===== config.mk =====
export PLATFORM = sky130hd
export DESIGN_NAME = dps_ctrl
export DESIGN_NICKNAME = d
export VERILOG_FILES = /design/src/rtl/dps_pkg.sv /design/src/rtl/dps_latency_timer.sv /design/src/rtl/dps_sequencer.sv /design/src/rtl/dps_outputs.sv /design/src/rtl/dps_ctrl.sv
export SDC_FILE = /design/constraint.sdc
export NUM_CORES = 1
export LEC_CHECK = 0
export ABC_CLOCK_PERIOD_IN_PS = 4350
export BUFFER_PORTS_ARGS = -buffer_cell sky130_fd_sc_hd__buf_2
export CORE_ASPECT_RATIO = 1.5
export CORE_MARGIN = 8
export CORE_UTILIZATION = 50
export CTS_CLUSTER_DIAMETER = 200
export DETAILED_ROUTE_END_ITERATION = 10
export PLACE_DENSITY = 0.69
export SYNTH_ARGS = -nofsm -noshare
export SYNTH_HDL_FRONTEND = slang
export SYNTH_SLANG_ARGS = --single-unit
export TNS_END_PERCENT = 5

===== constraint.sdc =====
create_clock -name clk -period 4.35 [get_ports clk]
set_input_delay 0.87 -clock clk [delete_from_list [all_inputs] [get_ports clk]]
set_output_delay 0.87 -clock clk [all_outputs]
set_load 0.005 [all_outputs]

===== src/rtl/dps_pkg.sv =====
package dps_pkg;
  typedef enum logic [1:0] {
    MODE_RUN   = 2'd0,
    MODE_IDLE  = 2'd1,
    MODE_SLEEP = 2'd2,
    MODE_RSVD  = 2'd3
  } dps_mode_e;

  localparam int PW_W = 20;
  localparam logic [PW_W-1:0] PW_RUN_UW   = 20'd400000;
  localparam logic [PW_W-1:0] PW_IDLE_UW  = 20'd50000;
  localparam logic [PW_W-1:0] PW_SLEEP_UW = 20'd160;

  function automatic logic [PW_W-1:0] power_of(dps_mode_e m);
    case (m)
      MODE_RUN:   return PW_RUN_UW;
      MODE_IDLE:  return PW_IDLE_UW;
      default:    return PW_SLEEP_UW;
    endcase
  endfunction
endpackage


===== src/rtl/dps_latency_timer.sv =====
module dps_latency_timer #(
  parameter int CNT_W = 8
) (
  input  logic             clk,
  input  logic             rst_n,
  input  logic             load,
  input  logic [CNT_W-1:0] load_val,
  output logic             expired
);
  logic [CNT_W-1:0] cnt_q;

  always_ff @(posedge clk) begin
    if (!rst_n)              cnt_q <= '0;
    else if (load)           cnt_q <= load_val;
    else if (cnt_q != '0)    cnt_q <= cnt_q - 1'b1;
  end

  assign expired = (cnt_q == '0);
endmodule


===== src/rtl/dps_sequencer.sv =====
module dps_sequencer
  import dps_pkg::*;
#(
  parameter int CNT_W     = 8,
  parameter int LAT_FAST  = 4,
  parameter int LAT_SLEEP = 8,
  parameter int LAT_WAKE  = 16
) (
  input  logic             clk,
  input  logic             rst_n,
  input  logic             cmd_valid,
  input  logic [1:0]       cmd_mode,
  input  logic             irq,
  input  logic             expired,
  output dps_mode_e        mode_q,
  output dps_mode_e        tgt_q,
  output logic             busy_q,
  output logic             load,
  output logic [CNT_W-1:0] load_val
);
  dps_mode_e req;
  dps_mode_e nxt;
  logic      wake, legal;

  function automatic logic [CNT_W-1:0] lat_of(dps_mode_e src, dps_mode_e dst);
    int l;
    if (src == MODE_SLEEP)      l = LAT_WAKE;
    else if (dst == MODE_SLEEP) l = LAT_SLEEP;
    else                        l = LAT_FAST;
    return CNT_W'(l - 1);
  endfunction

  always_comb begin
    req   = dps_mode_e'(cmd_mode);
    wake  = irq && (mode_q != MODE_RUN);
    legal = cmd_valid && (req != MODE_RSVD) && (req != mode_q) &&
            !((mode_q == MODE_SLEEP) && (req == MODE_IDLE));
    nxt      = wake ? MODE_RUN : req;
    load     = !busy_q && (wake || legal);
    load_val = lat_of(mode_q, nxt);
  end

  always_ff @(posedge clk) begin
    if (!rst_n) begin
      mode_q <= MODE_RUN;
      tgt_q  <= MODE_RUN;
      busy_q <= 1'b0;
    end else if (busy_q) begin
      if (expired) begin
        mode_q <= tgt_q;
        busy_q <= 1'b0;
      end
    end else if (load) begin
      tgt_q  <= nxt;
      busy_q <= 1'b1;
    end
  end
endmodule


===== src/rtl/dps_outputs.sv =====
module dps_outputs
  import dps_pkg::*;
(
  input  dps_mode_e       mode_q,
  input  dps_mode_e       tgt_q,
  input  logic            busy_q,
  output logic            clk_en,
  output logic            pwr_en,
  output logic [PW_W-1:0] pwr_uw
);
  logic exiting;

  always_comb begin
    exiting = busy_q && (tgt_q == MODE_RUN);
    clk_en  = (mode_q == MODE_RUN) || exiting;
    pwr_en  = (mode_q != MODE_SLEEP) || busy_q;
    pwr_uw  = power_of(mode_q);
  end
endmodule


===== src/rtl/dps_ctrl.sv =====
module dps_ctrl
  import dps_pkg::*;
#(
  parameter int unsigned CLK_HZ    = 100_000_000,
  parameter int unsigned LAT_FAST  = 32'((64'(CLK_HZ) * 64'd1)  / 64'd100_000),
  parameter int unsigned LAT_SLEEP = 32'((64'(CLK_HZ) * 64'd9)  / 64'd100_000),
  parameter int unsigned LAT_WAKE  = 32'((64'(CLK_HZ) * 64'd16) / 64'd100)
) (
  input  logic        clk,
  input  logic        rst_n,
  input  logic        cmd_valid,
  input  logic [1:0]  cmd_mode,
  input  logic        irq,
  output logic [1:0]  mode,
  output logic        busy,
  output logic        clk_en,
  output logic        pwr_en,
  output logic [19:0] pwr_uw
);
  localparam int unsigned LAT_MAX_A = (LAT_FAST > LAT_SLEEP) ? LAT_FAST : LAT_SLEEP;
  localparam int unsigned LAT_MAX   = (LAT_MAX_A > LAT_WAKE) ? LAT_MAX_A : LAT_WAKE;
  localparam int CNT_W = $clog2(LAT_MAX + 1);

  dps_mode_e        mode_q, tgt_q;
  logic             busy_q, load, expired;
  logic [CNT_W-1:0] load_val;

  dps_sequencer #(
    .CNT_W(CNT_W), .LAT_FAST(int'(LAT_FAST)),
    .LAT_SLEEP(int'(LAT_SLEEP)), .LAT_WAKE(int'(LAT_WAKE))
  ) u_seq (
    .clk(clk), .rst_n(rst_n), .cmd_valid(cmd_valid), .cmd_mode(cmd_mode),
    .irq(irq), .expired(expired), .mode_q(mode_q), .tgt_q(tgt_q),
    .busy_q(busy_q), .load(load), .load_val(load_val)
  );

  dps_latency_timer #(.CNT_W(CNT_W)) u_tmr (
    .clk(clk), .rst_n(rst_n), .load(load), .load_val(load_val), .expired(expired)
  );

  dps_outputs u_out (
    .mode_q(mode_q), .tgt_q(tgt_q), .busy_q(busy_q),
    .clk_en(clk_en), .pwr_en(pwr_en), .pwr_uw(pwr_uw)
  );

  assign mode = mode_q;
  assign busy = busy_q;
endmodule


* Yosys cells after proc, flatten, opt, wreduce, memory -nomap -nowiden *
Index checks and enable logic that the tools add are counted.

operators by class
  divide/modulo/power cells = 0
  reduce and logical (&&, ||, !) cells = 20
  shift-type cells = 0
  add/sub/neg operators = 2
  muxes and demuxes = 9
  bitwise logic cells = 1
  eq/ne operators = 7
  $lt $le $gt $ge = 0
  multiply operators = 0

operator list
  cell                                                                   count
  24-bit 2-to-1 mux                                                      3
  19-bit case mux with 2 select lines                                    1
  24-bit logical NOT                                                     1
  24-bit nonzero test                                                    1
  24-bit by 1-bit subtractor with 24-bit output, second input constant   1
  24-bit by 2-bit subtractor with 24-bit output, second input constant   1
  14-bit 2-to-1 mux                                                      1
  1-bit logical AND                                                      7
  2-bit by 1-bit equality test with 1-bit output, second input constant  2
  2-bit equality test, second input constant                             2
  2-bit logical NOT                                                      2
  2-bit != test, second input constant                                   2
  2-bit AND reduction                                                    2
  2-bit nonzero test                                                     2
  1-bit logical OR                                                       3
  1-bit 2-to-1 mux                                                       3
  1-bit logical NOT                                                      2
  2-bit 2-to-1 mux                                                       1
  2-bit != test                                                          1
  1-bit NOT                                                              1

storage, ports and cells
  input port bits = 6
  bits in read-only memories = 0
  bits in writable memories = 0
  latch bits = 0
  logic and storage cells = 43
  output and inout bits = 25
  register bits after elaboration = 29
  memories kept = 0

* Logic depth before layout (Yosys ltp) *
Gate-level depths: netlist of run 1.

  depth after elaboration = 8
  depth in mapped cells = 14
  mapped depth without buffers = 11

* Cells and area by module *
A second synthesis of run 1 with hierarchy kept.

unflattened totals
  cell total of the unflattened synthesis = 249
  area total of the unflattened synthesis = 2009.4 um2

modules (own cells, without submodules)
  module             area an instance (um2)  cells an instance  instances
  dps_latency_timer  1361.3                  162                1
  dps_sequencer      490.5                   63                 1
  dps_outputs        157.7                   24                 1

* Worst setup path after synthesis of run 1 *
Ideal clock, no wire load.

  path kind = input to register
  start = input port cmd_mode[0]
  end = register u_tmr.cnt_q[12]
  setup slack = 0.860 ns
  arrival = 3.366 ns
  stages = 11
  path through = nor2b_1 -> mux2_2 -> a211oi_1 -> clkbuf_1 -> clkbuf_1 -> nand2_1 -> ha_1 -> nor4b_1 -> and2_1 -> o211ai_1 -> mux2_1

between the ends
  longest elaborated chain between the ends = 7

RTL lines
  element                                                                                RTL line                 text
  from (decl)                                                                            dps_ctrl.sv:12           input logic [1:0] cmd_mode,
  branches (longest 7 deep; another with 24-bit by 2-bit subtractor with 24-bit output)  n/a
  to (signal assigned)                                                                   dps_latency_timer.sv:14  else if (load) cnt_q <= load_val;
  to (signal assigned)                                                                   dps_latency_timer.sv:15  else if (cnt_q != '0) cnt_q <= cnt_q - 1'b1;
  to (decl)                                                                              dps_latency_timer.sv:10  logic [CNT_W-1:0] cnt_q;

Parallel ways; which one is timed is not known.
A chain may end at the register's enable or synchronous reset.

* Worst setup path after layout of run 1 *
  start = input port cmd_mode[0]
  end = register u_tmr.cnt_q[20]

Same word-level chain as after synthesis.

==> results.json, run 1 <==
{
  "status": "complete, no violations",
  "clk_pin_slew_ps": 60,
  "crit_chain": "buf_2, nor2b_1, mux2_2, a211oi_2, buf_4, nand2_1, ha_1, nor4b_1, nand4_1, or4_1, xor2_1, a21oi_1",
  "hold_viol": 0,
  "row_count": 26,
  "cp-end-kind": "flip-flop",
  "antenna_found_initial": 0,
  "ctsHoldBuffers": 0,
  "io_pins": 31,
  "port_buffers": 22,
  "worst_ep_required_time_ps": 4560,
  "placedCellCount": 255,
  "met1_length_um": 1516,
  "timing.critical_path.buf_inv": 2,
  "grt_util_all_layers_pct": 14.04,
  "setup_slack_ps": 1134,
  "gp_congestion": 0.8743,
  "netlist_instances": 205,
  "finalSetupViolCount": 0,
  "nets": 227,
  "wl_um": 3639,
  "dpl.hpwl_um": 2740,
  "fin_crit_sh_pct": 73.94,
  "cpLargestDelayFamily": "simple AND/OR/NAND/NOR gates",
  "htree_levels": 2,
  "p_leak_nw": 0.7762,
  "clockBufferDepth": 2,
  "whs_ps": 475.9,
  "min_to": "u_tmr.cnt_q[21]",
  "rrSetupSlack_ps": 1340,
  "cts_tree": "yes",
  "drc": 0,
  "crit_slowest_cell": "or4_1",
  "syn_area_per_cell_um2": 8.179,
  "cts_made_buffers": 5,
  "ys_ff_latch": 29,
  "synth_cell_types": 50,
  "drv_cap": 0,
  "worstMarginPinSlew_ps": 514.4,
  "min_path_type": "reg2reg",
  "rsz0062_at_grt": "no",
  "fin_crit_ps": 3216,
  "dieHeight_um": 86.92,
  "clock-sinks": 29,
  "powerDensity_nw_per_um2": 558.9,
  "dr.pass1.iters": 4,
  "grt_pass1_vias": 1373,
  "syn2layout_area_growth_pct": 9.328,
  "cp_max_fo": 22,
  "r2r-start": "u_seq.mode_q[1]",
  "cp.arrival_ps": 3430,
  "wl_met3_um": 244,
  "worstSkewPairLatency_ps": 280,
  "grt_overflow_total": 0,
  "diodes": 0,
  "slew_headroom_pct": 65.52,
  "fin_skew_ps": 5.535,
  "timing.setup.tns_ps": 0,
  "wl_met2_um": 1771,
  "die_w_um": 63.28,
  "top_layer": "met4",
  "ant_nets": 0,
  "regToRegEndpoint": "u_tmr.cnt_q[20]",
  "hp-start": "u_tmr.cnt_q[21]",
  "drive_gt1_share_pct": 19.91,
  "yosys_warnings": 0,
  "synth_area_um2": 1677,
  "whs_path_depth": 2,
  "grt_max_degree": 23,
  "slew_violations": 0,
  "mostFrequentLayoutCells": "29 x nor2_1, 29 x dfxtp_1, 22 x buf_2",
  "drt_iter0_markers": 85,
  "ir_worst_vdd_uv": 360.1,
  "grt_pass1_wl_um": 6175,
  "vias_per_cell": 5.331,
  "layout.cells.non_filler": 263,
  "via_count": 1402,
  "cp_slowest_stage_delay_ps": 480,
  "initial_core_util_pct": 50.53,
  "die_area_um2": 5500,
  "crit_path_start_kind": "primary input",
  "ys_seq_area_share_pct": 34.63,
  "cts_resized": 0,
  "fp.coreArea_um2": 3318,
  "wl_per_cell_um": 13.84,
  "cts-root-buf": "clkbuf_8",
  "critical_path_class": "in2reg",
  "max_freq_ghz": 0.3109,
  "place_ws_ps": 878.4,
  "r2r_cells": 11,
  "post-cts-setup-buffers": 0
}
-- state kept, by name, indices dropped and copies added, names as in the netlist --
| name | count |
|---|---|
| u_seq.busy_q | 1 |
| u_seq.mode_q | 2 |
| u_seq.tgt_q | 2 |
| u_tmr.cnt_q | 24 |
-- synth_stat cells, drive strengths merged --
| library cell | number | area, um2 |
|---|---|---|
| nor2b | 7 | 43.79 |
| nand2b | 5 | 31.28 |
| inv | 4 | 15.01 |
| a21boi | 1 | 7.510 |
| nand4 | 1 | 6.260 |
| a221o | 1 | 10.01 |
| nor4b | 1 | 8.760 |
| mux2 | 2 | 22.52 |
| and3 | 2 | 12.51 |
| nand3 | 2 | 10.01 |
| clkbuf | 6 | 22.52 |
| o32ai | 1 | 8.760 |
| or4b | 1 | 13.76 |
| nor4 | 6 | 43.79 |
| nor3 | 5 | 35.03 |
| conb | 1 | 3.750 |
| a211oi | 1 | 7.510 |
| a311oi | 2 | 17.52 |
| o21ai | 9 | 56.31 |
| ha | 1 | 12.51 |
| a21oi | 13 | 65.06 |
| nand4b | 1 | 8.760 |
| mux2i | 2 | 20.02 |
| a211o | 1 | 8.760 |
| nor3b | 1 | 7.510 |
| a21o | 1 | 7.510 |
| or3 | 4 | 30.03 |
| buf | 16 | 123.9 |
| nand2 | 18 | 67.56 |
| or4 | 4 | 37.53 |
| xor2 | 5 | 43.79 |
| o41ai | 1 | 8.760 |
| xnor2 | 9 | 78.83 |
| and2 | 4 | 25.02 |
| o211a | 1 | 10.01 |
| dfxtp | 29 | 580.6 |
| or2 | 3 | 18.77 |
| o311ai | 1 | 8.760 |
| o211ai | 1 | 7.510 |
| or3b | 2 | 20.02 |
| nor2 | 29 | 108.9 |
-- power by group --
group	total, W	switching [W]	internal, W
Sequential	0.000396	0.0000675	0.000329
Combinational	0.000386	0.000201	0.000185
Clock	0.000242	0.0000997	0.000143
Total	0.00102	0.000369	0.000656
-- worst min-delay path, delay by kind of cell (launching register included) --
kind,cells,cell delay [ps]
flops,1,310
compound gates,2,120
-- cell families (layout without fill, tap and decap cells) --
kind of cell             Yosys count  after routing  synth area share (%)
AND/OR/NAND/NOR                   96             96                 31.57
AO/OA/AOI/OAI                     34             34                 13.36
flip-flops                        29             29                 34.63
buffers and inverters             26             35                 9.627
XOR/XNOR                          14             14                 7.314
multiplexers                       4              4                 2.537
adder cells (fa/ha/maj)            1              1                0.7461
other                              1              8                0.2237
-- layout make-up --
| type | instances | area, um2 |
|---|---|---|
| clock buffer | 7 | 96.34 |
| clock inverter | 1 | 5.005 |
| fill | 332 | 1485 |
| inverter | 4 | 15.01 |
| multi-input combinational | 157 | 965.9 |
| sequential | 29 | 580.6 |
| tap | 42 | 52.55 |
| timing repair buffer | 23 | 117.6 |
-- layer usage --
metal	vias up	global-route usage [%]
li1	720	-
met2	34	24.13
met4	0	8.147
met3	10	5.670
met5	-	0
met1	638	14.00
-- worst max-delay path by stage --
stage / start / endpoint / slack [ps] / depth (start not counted)
after global placement: cmd_mode[0] / u_tmr.cnt_q[20] / 950 / 12
after floorplan: cmd_mode[0] / u_tmr.cnt_q[12] / 860 / 11
after CTS: cmd_mode[0] / u_tmr.cnt_q[20] / 1150 / 12
final: cmd_mode[0] / u_tmr.cnt_q[20] / 1130 / 12
after detailed placement: cmd_mode[0] / u_tmr.cnt_q[20] / 880 / 12
after global routing: cmd_mode[0] / u_tmr.cnt_q[20] / 860 / 12
-- metrics by stage --
| step | area (um2) | utilization (%) | total power [W] |
|---|---|---|---|
| 2_1_floorplan | 1703 | - | 0.0007224 |
| 3_3_place_gp | 1732 | 52.19 | 0.0007833 |
| 3_5_place_dp | 1732 | 52.19 | 0.0007847 |
| 4_1_cts | 1833 | 55.24 | 0.001032 |
| 5_1_grt | 1833 | 55.24 | 0.001098 |
| 6_report | 1833 | 55.24 | 0.001025 |
No activity file was read; power rests on OpenSTA's default activity.
==> run 2: changes to the inputs <==
--- a/config.mk
+++ b/config.mk
@@ -5,14 +5,14 @@
 export SDC_FILE = /design/constraint.sdc
 export NUM_CORES = 1
 export LEC_CHECK = 0
-export ABC_CLOCK_PERIOD_IN_PS = 4350
+export ABC_CLOCK_PERIOD_IN_PS = 2800
 export BUFFER_PORTS_ARGS = -buffer_cell sky130_fd_sc_hd__buf_2
 export CORE_ASPECT_RATIO = 1.5
 export CORE_MARGIN = 8
-export CORE_UTILIZATION = 50
+export CORE_UTILIZATION = 49
 export CTS_CLUSTER_DIAMETER = 200
 export DETAILED_ROUTE_END_ITERATION = 10
-export PLACE_DENSITY = 0.69
+export PLACE_DENSITY = 0.7
 export SYNTH_ARGS = -nofsm -noshare
 export SYNTH_HDL_FRONTEND = slang
 export SYNTH_SLANG_ARGS = --single-unit
==> constraint.sdc (replaced) <==
create_clock -name clk -period 2.8 [get_ports clk]
set_input_delay 0.56 -clock clk [delete_from_list [all_inputs] [get_ports clk]]
set_output_delay 0.56 -clock clk [all_outputs]
set_load 0.005 [all_outputs]
==> results.json, run 2 (synthesis gave the netlist of run 1 again) <==
{
  "post-cts-setup-buffers": 0,
  "clockBufferDepth": 2,
  "fp.coreArea_um2": 3351,
  "die_area_um2": 5588,
  "hp-start": "u_tmr.cnt_q[21]",
  "min_path_type": "reg2reg",
  "drc": 0,
  "cpLargestDelayFamily": "simple AND/OR/NAND/NOR gates",
  "vias_per_cell": 5.450,
  "antenna_found_initial": 0,
  "finalSetupViolCount": 0,
  "wl_um": 3921,
  "ir_worst_vdd_uv": 646.4,
  "cp_slowest_stage_delay_ps": 530,
  "drive_gt1_share_pct": 23.35,
  "seqCellArea_um2": 580.6,
  "worstSkewPairLatency_ps": 290,
  "fin_crit_sh_pct": 89.09,
  "ctsHoldBuffers": 0,
  "crit_chain": "or4_4, or3b_1, or3_4, o211ai_1, mux2_1",
  "drv_cap": 0,
  "cts_tree": "yes",
  "r2r-start": "u_tmr.cnt_q[2]",
  "diodes": 0,
  "fin_crit_ps": 2495,
  "io_pins": 31,
  "slew_violations": 0,
  "die_w_um": 63.76,
  "powerDensity_nw_per_um2": 894.1,
  "max_freq_ghz": 0.4009,
  "dr.pass1.iters": 4,
  "initial_core_util_pct": 50.04,
  "clock-sinks": 29,
  "cts_resized": 0,
  "timing.setup.tns_ps": 0,
  "crit_slowest_cell": "or4_4",
  "htree_levels": 2,
  "cts-root-buf": "clkbuf_8",
  "grt_pass1_wl_um": 6665,
  "port_buffers": 22,
  "gp_congestion": 0.8128,
  "cts_made_buffers": 5,
  "syn2layout_area_growth_pct": 14.48,
  "cp.arrival_ps": 2660,
  "hold_viol": 0,
  "dieHeight_um": 87.64,
  "via_count": 1466,
  "crit_path_start_kind": "flip-flop",
  "power_w": 0.001716,
  "ant_nets": 0,
  "worstMarginPinSlew_ps": 584.0,
  "nets": 233,
  "largest_register_ffs": 24,
  "top_regs": "u_tmr.cnt_q x24, u_seq.mode_q x2, u_seq.tgt_q x2",
  "fin_skew_ps": 11.58,
  "num-fill-cells": 323,
  "dpl.hpwl_um": 2991,
  "clk_pin_slew_ps": 70,
  "drt_iter0_markers": 47,
  "grt_overflow_total": 0,
  "row_count": 26,
  "worst_ep_required_time_ps": 2970,
  "mostFrequentLayoutCells": "29 x nor2_1, 29 x dfxtp_1, 22 x buf_2",
  "p_leak_nw": 0.8216,
  "max_flop_register": "u_tmr.cnt_q",
  "cp-end-kind": "flip-flop",
  "rsz0062_at_grt": "no",
  "critical_path_class": "reg2reg",
  "grt_pass1_vias": 1456,
  "crit_start": "u_tmr.cnt_q[2]",
  "wl_per_cell_um": 14.58,
  "slew_headroom_pct": 60.71,
  "timing.critical_path.buf_inv": 0,
  "cp_max_fo": 8,
  "grt_util_all_layers_pct": 14.93,
  "multi_input_area_um2": 992.2,
  "grt_max_degree": 16,
  "status": "complete, no violations"
}
run 2: cell count changes in the layout (fill, tap and decap cells not counted), sizes merged:
cell and change:
buf +6, bufinv +1, clkinv -1
run 2: final cells by class:
class                   count  share of cell area, %
repair buffers             29                  8.475
multi-input cells         157                  51.69
inverters                   4                 0.7823
clock buffers               7                  4.498
clock inverters             1                  1.565
flip-flops and latches     29                  30.25
well taps                  42                  2.738
run 2: final timing paths:
path,to,slack [ps],cells past startpoint
max reg2reg,u_tmr.cnt_q[12],310,5
min,u_tmr.cnt_q[21],480,2
min reg2reg,u_tmr.cnt_q[21],480,2
max,u_tmr.cnt_q[12],310,5
run 2: power by group:
group | internal (W) | total (W) | switching [W]
clock | 0.000290 | 0.000449 | 0.000159
combinational | 0.000313 | 0.000639 | 0.000326
sequential | 0.000510 | 0.000628 | 0.000118
run 2: stage by stage:
| stage | cells | setup WS (ps) | hold WS (ps) | instance area, um2 | util (%) |
|---|---|---|---|---|---|
| after global placement | 261 | 98.93 | 469.3 | 1803 | 53.81 |
| after detailed placement | 261 | 42.49 | 475.1 | 1803 | 53.81 |
| after global routing | 269 | 126.4 | 508.9 | 1919 | 57.28 |
| after floorplan | 212 | 4.238 | 448.8 | 1748 | - |
| final | 269 | 305.4 | 477.3 | 1919 | 57.28 |
| after CTS | 269 | 320.7 | 481.5 | 1919 | 57.28 |
run 2: routing by layer:
layer | global-route usage (%) | vias up | routed length, um
met5 | 0 | - | 0
met4 | 7.332 | 0 | 98
met3 | 5.762 | 9 | 274
met2 | 26.94 | 42 | 2009
met1 | 14.54 | 688 | 1539
li1 | - | 727 | -
run 2: worst register-to-register path, delay by kind of cell, from the launching register on:
kind | cells | cell delay [ps]
AO/OA/AOI/OAI | 1 | 110
multiplexers | 1 | 330
AND/OR/NAND/NOR | 3 | 1540
flip-flops | 1 | 390
==> run 3: changes to the inputs <==
--- a/config.mk
+++ b/config.mk
@@ -12,7 +12,7 @@
 export CORE_UTILIZATION = 49
 export CTS_CLUSTER_DIAMETER = 200
 export DETAILED_ROUTE_END_ITERATION = 10
-export PLACE_DENSITY = 0.7
+export PLACE_DENSITY = 0.74
 export SYNTH_ARGS = -nofsm -noshare
 export SYNTH_HDL_FRONTEND = slang
 export SYNTH_SLANG_ARGS = --single-unit
==> results.json, run 3 (synthesis gave the netlist of run 1 again) <==
{
  "wl_per_cell_um": 14.48,
  "crit_path_start_kind": "flip-flop",
  "timing.setup.tns_ps": 0,
  "worstSkewPairLatency_ps": 280,
  "cts_made_buffers": 5,
  "clockBufferDepth": 2,
  "post-cts-setup-buffers": 0,
  "seqPwrFrac_pct": 38.8,
  "grt_pass1_wl_um": 6479,
  "drv_cap": 0,
  "die_w_um": 63.76,
  "p_leak_nw": 0.8074,
  "cts_tree": "yes",
  "slew_headroom_pct": 66.49,
  "drt_iter0_markers": 46,
  "dpl_cell_area_um2": 1803,
  "worstMarginPinSlew_ps": 498.0,
  "finalSetupViolCount": 0,
  "diodes": 0,
  "ant_nets": 0,
  "vias_per_cell": 5.396,
  "critical_path_class": "reg2reg",
  "dpl.hpwl_um": 2945,
  "gp_congestion": 0.8239,
  "drive_gt1_share_pct": 23.01,
  "mostFrequentLayoutCells": "29 x nor2_1, 29 x dfxtp_1, 22 x buf_2",
  "fin_skew_ps": 5.067,
  "slew_violations": 0,
  "ir_worst_vdd_uv": 498.7,
  "grt_pass1_vias": 1503,
  "cp.arrival_ps": 2610,
  "via_count": 1446,
  "max_flop_register": "u_tmr.cnt_q",
  "final_cell_area_um2": 1889,
  "rsz0062_at_grt": "no",
  "antenna_found_initial": 0,
  "dr.pass1.iters": 4,
  "clk_pin_slew_ps": 60,
  "p_clk_share_pct": 21.5,
  "cp-end-kind": "flip-flop",
  "cts-root-buf": "clkbuf_8",
  "row_count": 26,
  "grt_util_all_layers_pct": 14.58,
  "top_regs": "u_tmr.cnt_q x24, u_seq.mode_q x2, u_seq.tgt_q x2",
  "hold_viol": 0,
  "intPower_w": 0.001019,
  "largest_register_ffs": 24,
  "num-fill-cells": 329,
  "fin_crit_sh_pct": 87.35,
  "wl_um": 3880,
  "status": "complete, no violations",
  "fin_crit_ps": 2446,
  "io_pins": 31,
  "worst_ep_required_time_ps": 2970,
  "multi_input_area_um2": 992.2,
  "nets": 233,
  "min_path_type": "reg2reg",
  "initial_core_util_pct": 50.04,
  "htree_levels": 2,
  "powerDensity_nw_per_um2": 851.6,
  "syn2layout_area_growth_pct": 12.69,
  "cp_max_fo": 8,
  "p_switching_w": 0.0005902,
  "fp.coreArea_um2": 3351,
  "drc": 0,
  "seqCellArea_um2": 580.6,
  "clock-sinks": 29,
  "switching_share_pct": 36.68,
  "cts_resized": 0,
  "dieHeight_um": 87.64,
  "grt_overflow_total": 0,
  "combPwrFrac_pct": 39.7,
  "die_area_um2": 5588,
  "ctsHoldBuffers": 0,
  "port_buffers": 22,
  "grt_max_degree": 14,
  "max_freq_ghz": 0.4088
}
[run 3: layout make-up]
type                            instances  area share [%]
Sequential cell                        29           30.73
Inverter                                4          0.7947
Multi-Input combinational cell        157           52.52
Clock buffer                            7           4.570
Tap cell                               42           2.781
Timing Repair Buffer                   29           8.609
[run 3: power by group through the flow]
| stage | Sequential [W] | Clock (W) | Combinational [W] |
|---|---|---|---|
| 6_report | 0.000624 | 0.000346 | 0.000638 |
| 5_1_grt | 0.000638 | 0.000372 | 0.000708 |
| 4_1_cts | 0.000623 | 0.000352 | 0.000637 |
| 3_5_place_dp | 0.000629 | 0 | 0.000632 |
| 3_3_place_gp | 0.000628 | 0 | 0.000621 |
| 2_1_floorplan | 0.000605 | 0 | 0.000542 |
[run 3: worst paths after layout]
check / startpoint / depth (start not counted) / slack [ps] / endpoint
worst max-delay path: u_tmr.cnt_q[0] / 5 / 350 / u_tmr.cnt_q[12]
worst min-delay path: u_tmr.cnt_q[21] / 2 / 480 / u_tmr.cnt_q[21]
worst max register to register: u_tmr.cnt_q[0] / 5 / 350 / u_tmr.cnt_q[12]
worst min register to register: u_tmr.cnt_q[21] / 2 / 480 / u_tmr.cnt_q[21]
[run 3: through the flow]
| step | setup slack (ps) | power (W) | hold slack (ps) | utilization (%) | cells |
|---|---|---|---|---|---|
| floorplan | 4.238 | 0.001147 | 448.8 | - | 212 |
| detailed placement | 68.19 | 0.001261 | 473.8 | 53.81 | 261 |
| CTS | 364.0 | 0.001611 | 481.2 | 56.39 | 268 |
| global placement | 99.64 | 0.001249 | 469.5 | 53.81 | 261 |
| global route | 90.89 | 0.001718 | 515.8 | 56.39 | 268 |
| finish | 354.1 | 0.001609 | 482.0 | 56.39 | 268 |
[run 3: routing by layer]
layer  GRT usage [%]  routed length, um  share of wire (%)  vias up
met5               0                  0                  0        -
met4           8.758                112                2.9        0
met3           5.250                230                5.9       10
met2           27.50               1990                 51       42
met1           12.87               1547                 40      668
li1                -                  -                  -      726
[run 3: worst max-delay path, cell delays in order, from the launching register on]
cell	delay, ps
dfxtp_1	350
or4_4	560
or3b_1	510
or3_4	470
o211ai_1	110
mux2_1	330
